$ cat config.mk
export PLATFORM = sky130hd
export DESIGN_NAME = ctrl_clk_stall_gen
export DESIGN_NICKNAME = d
export VERILOG_FILES = /design/src/rtl/ccg_pkg.sv /design/src/rtl/ccg_freeze.sv /design/src/rtl/ccg_fast_seq.sv /design/src/rtl/ccg_slow_div.sv /design/src/rtl/ctrl_clk_stall_gen.sv
export SDC_FILE = /design/constraint.sdc
export NUM_CORES = 1
export LEC_CHECK = 0
export ABC_AREA = 0
export BUFFER_PORTS_ARGS = -buffer_cell sky130_fd_sc_hd__buf_4
export CORE_AREA = 2 2 39 41
export DETAILED_ROUTE_END_ITERATION = 8
export DIE_AREA = 0 0 41 43
export PLACE_DENSITY = 0.43
export SYNTH_ARGS = -nofsm -noshare
export SYNTH_HDL_FRONTEND = slang
export SYNTH_SLANG_ARGS = --single-unit
$ cat constraint.sdc
create_clock -name clk -period 2.1 [get_ports clk]
set_clock_uncertainty 0.2 [all_clocks]
set_input_delay 0.21 -clock clk [delete_from_list [all_inputs] [get_ports clk]]
set_output_delay 0.21 -clock clk [all_outputs]
set_load 0.02 [all_outputs]
$ cat src/rtl/ccg_pkg.sv
package ccg_pkg;
  localparam int unsigned NUM_READY = 4;

  typedef struct packed {
    logic fast_rise;
    logic fast_fall;
    logic slow_rise;
    logic slow_fall;
  } ccg_edges_t;
endpackage

$ cat src/rtl/ccg_freeze.sv
module ccg_freeze
  import ccg_pkg::*;
#(
  parameter int unsigned N = NUM_READY
) (
  input  logic [N-1:0] ready,
  output logic         advance
);
  // Any single low input stops every derived clock together.
  always_comb begin
    advance = 1'b1;
    for (int i = 0; i < N; i++) begin
      advance = advance & ready[i];
    end
  end
endmodule

$ cat src/rtl/ccg_fast_seq.sv
module ccg_fast_seq (
  input  logic clk,
  input  logic rst,
  input  logic advance,
  output logic fast_q,
  output logic fast_neg_q,
  output logic rise_step,
  output logic fall_step
);
  // fast_q doubles as the phase bit: low means the next step is a rise.
  assign rise_step = advance & ~fast_q;
  assign fall_step = advance &  fast_q;

  always_ff @(posedge clk) begin
    if (rst) begin
      fast_q     <= 1'b0;
      fast_neg_q <= 1'b0;
    end else if (advance) begin
      fast_q     <= ~fast_q;
      fast_neg_q <= ~fast_q;
    end
  end
endmodule

$ cat src/rtl/ccg_slow_div.sv
module ccg_slow_div #(
  parameter int unsigned HALF = 4
) (
  input  logic clk,
  input  logic rst,
  input  logic tick,
  output logic slow_q,
  output logic rise_evt,
  output logic fall_evt
);
  localparam int unsigned CW   = (HALF > 1) ? $clog2(HALF) : 1;
  localparam logic [CW-1:0] LAST = CW'(HALF - 1);

  logic [CW-1:0] cnt_q;
  logic          flip;

  // Slow edges land on the fast rise that starts each half period.
  assign flip     = tick & (cnt_q == '0);
  assign rise_evt = flip & ~slow_q;
  assign fall_evt = flip &  slow_q;

  always_ff @(posedge clk) begin
    if (rst) begin
      cnt_q  <= '0;
      slow_q <= 1'b0;
    end else if (tick) begin
      cnt_q <= (cnt_q == LAST) ? '0 : cnt_q + 1'b1;
      if (flip) slow_q <= ~slow_q;
    end
  end
endmodule

$ cat src/rtl/ctrl_clk_stall_gen.sv
module ctrl_clk_stall_gen
  import ccg_pkg::*;
#(
  parameter int unsigned SLOW_HALF = 4
) (
  input  logic clk,
  input  logic rst,
  input  logic rdy_fast_rise,
  input  logic rdy_fast_fall,
  input  logic rdy_slow_rise,
  input  logic rdy_slow_fall,
  output logic fast_clk,
  output logic fast_neg_clk,
  output logic slow_clk,
  output logic en_fast_rise,
  output logic en_fast_fall,
  output logic en_slow_rise,
  output logic en_slow_fall
);
  logic             advance;
  logic             rise_step;
  logic             fall_step;
  logic             s_rise;
  logic             s_fall;
  ccg_edges_t       evt_d;
  ccg_edges_t       evt_q;

  ccg_freeze #(.N(NUM_READY)) u_freeze (
    .ready   ({rdy_slow_fall, rdy_slow_rise, rdy_fast_fall, rdy_fast_rise}),
    .advance (advance)
  );

  ccg_fast_seq u_fast (
    .clk        (clk),
    .rst        (rst),
    .advance    (advance),
    .fast_q     (fast_clk),
    .fast_neg_q (fast_neg_clk),
    .rise_step  (rise_step),
    .fall_step  (fall_step)
  );

  ccg_slow_div #(.HALF(SLOW_HALF)) u_slow (
    .clk      (clk),
    .rst      (rst),
    .tick     (rise_step),
    .slow_q   (slow_clk),
    .rise_evt (s_rise),
    .fall_evt (s_fall)
  );

  always_comb begin
    evt_d.fast_rise = rise_step;
    evt_d.fast_fall = fall_step;
    evt_d.slow_rise = s_rise;
    evt_d.slow_fall = s_fall;
  end

  // Strobes are registered alongside the clock registers.
  always_ff @(posedge clk) begin
    if (rst) evt_q <= '0;
    else     evt_q <= evt_d;
  end

  assign en_fast_rise = evt_q.fast_rise;
  assign en_fast_fall = evt_q.fast_fall;
  assign en_slow_rise = evt_q.slow_rise;
  assign en_slow_fall = evt_q.slow_fall;
endmodule

==> flow_summary.toml <==
[detailed_routing]
drtIter0Drc = 0
firstDrtPassIters = 1
totalWireLength_um = 569
vias = 254
drcViolationCount = 0
via_per_inst = 4.16
ant_nets = 0
wl_per_cell_um = 9.33

[cts]
cts_tree = "done"
cts.htree.levels = 1
clockBufferDepth = 2
root_buffer = "clkbuf_4"
cts-buffers-inserted = 3
cts.sinks = 8
worstSkewPairLatency_ns = 0.25
clkTransAtPathRegs_ns = 0.05

[synthesis]
ys_ff_latch = 8
ys_seq_area_share_pct = 48.3
synth_area_um2 = 332
synthDistinctLibCells = 19
syn_inst = 31
avgSynthCellArea_um2 = 10.7
synth-warning-count = 0
syn_nets = 39

[setup_path]
max_stage_delay_ns = 0.54
cp-start-kind = "input port"
critPathKind = "input port to flip-flop"
cp_cell_sequence = "dlygate4sd3_1, buf_4, or4b_1, o31ai_1"
setup.worst_path.end_class = "flip-flop"
cpLargestDelayFamily = "buffers and inverters"
crit_path_top_delay_cell = "dlygate4sd3_1"
crit_required_ns = 2.06
crit_buf_inv = 2
worstPathArrival_ns = 1.49
path_max_fanout = 8

[final_layout]
final_common_cell = "buf_4"
final_cell_area_um2 = 463
drive_gt1_share_pct = 37.8
antenna_cells = 0
nets = 55
final_cell_mix = "buf_4 (12), dfxtp_1 (8), nor2_1 (3), clkbuf_4 (3)"
area_growth_pct = 39.6

[die]
die_h_um = 43
coreArea_mm2 = 0.00138
initial_utilization_pct = 24.0
num_io_pins = 13
rows = 14
die_area_mm2 = 0.00176
die_w_um = 41

[sta]
slew_viol_final = 0
whs_ns = 0.0952
fin_ws_ns = 0.573
worst_pin_slew_ns = 0.301
fmax_ghz = 0.655
setup_tns_ns = 0
rsz0062_at_grt = "false"
setup_viol = 0
max-slew-margin-rel_pct = 79.9
hold_viol_final = 0
fin_crit_sh_pct = 72.7
period_needed_ns = 1.53

[worst_hold_path]
hold_class = "input port to flip-flop"

[run]
max-cap-violations = 0

[global_route]
grt_overflow_total = 0
grt_max_degree = 11
grt_pass1_vias = 233
grtUsageTotal_pct = 8.34
grt_pass1_wl_um = 945
grt_antenna_before_repair = 0

[placed_design]
gp_congestion = 0.633
dpl_worst_slack_ns = 0.650
placed_cell_area_um2 = 430
port_buffers = 12

[power]
ir_drop_uv = 232
powerDensity_mw_per_mm2 = 655
leakage_uw = 0.000204

[run_status]
status = "finished, final reports clean"
metrics by stage:
| stage | total power, µW | cells | util [%] |
|---|---|---|---|
| final | 303 | 61 | 33.5 |
| after global routing | 317 | 61 | 33.5 |
| after CTS | 307 | 61 | 33.5 |
| after detailed placement | 190 | 57 | 31.1 |
| after global placement | 189 | 57 | 31.1 |
| after floorplan | 175 | 31 | - |
repair_timing:
item | CTS | global route
buffers inserted | 0 | 0
gates resized for setup | 0 | 0
hold buffers | 1 | 0
hold endpoints to repair | 5 | 0
layout make-up:
class	count	area, µm²
Clock buffer	3	22.5
Fill cell	147	921
Inverter	2	7.51
Multi-Input combinational cell	19	153
Sequential cell	8	160
Tap cell	16	20.0
Timing Repair Buffer	13	100
synth_stat cells:
| cell type | count | area (µm²) |
|---|---|---|
| dfxtp_1 | 8 | 160 |
| nor2_1 | 3 | 11.3 |
| ha_1 | 2 | 25.0 |
| inv_1 | 2 | 7.51 |
| nand2b_1 | 2 | 12.5 |
| a21oi_1 | 1 | 5.00 |
| and3_1 | 1 | 6.26 |
| buf_4 | 1 | 7.51 |
| clkbuf_1 | 1 | 3.75 |
| nand4_4 | 1 | 21.3 |
| nor3_1 | 1 | 5.00 |
| nor3b_1 | 1 | 7.51 |
| nor4_2 | 1 | 12.5 |
| o21ai_0 | 1 | 5.00 |
| o21bai_1 | 1 | 7.51 |
| o31ai_1 | 1 | 7.51 |
| or4_1 | 1 | 7.51 |
| or4b_1 | 1 | 10.0 |
| xor2_1 | 1 | 8.76 |
cells by family after synthesis:
kind of cell | count (synthesis) | share of synthesized area (%)
adder cells (fa/ha/maj) | 2 | 7.55
flip-flops | 8 | 48.3
AO/OA/AOI/OAI | 4 | 7.55
XOR/XNOR | 1 | 2.64
AND/OR/NAND/NOR | 12 | 28.3
buffers and inverters | 4 | 5.66
power breakdown:
part	internal [µW]	switching (µW)	leakage (µW)	total, µW
clock	65.3	50.5	0.0000138	116
sequential	155	3.30	0.0000647	158
combinational	15.2	14.1	0.000126	29.2
flip-flops by register name (all words and copies together), names as in the netlist:
name and count:
u_slow.cnt_q 2, en_fast_fall 1, en_fast_rise 1, en_slow_fall 1, en_slow_rise 1, u_fast.fast_q 1, u_slow.slow_q 1
tightest hold or removal path: cells and delay by family:
family / cells / cell delay (ns)
buffers and inverters: 1 / 0.12
and+or+nand+nor: 2 / 0.17
path summary, 6_finish.rpt:
path	slack [ns]	end	cells after the start	start
setup / recovery	0.57	u_slow.cnt_q[1]	4	rst
setup reg to reg	0.63	u_slow.cnt_q[1]	4	u_slow.cnt_q[0]
hold reg to reg	0.29	en_slow_rise	1	u_slow.slow_q
hold / removal	0.1	en_fast_fall	3	rdy_slow_fall
per-layer routing:
layer	GRT usage, %	wire [µm]	vias up
met3	3.14	52	2
met1	9.35	238	107
met4	6.00	15	0
met5	0	0	-
met2	12.2	263	8
li1	-	-	137
Power figures use the tool's default switching activity.
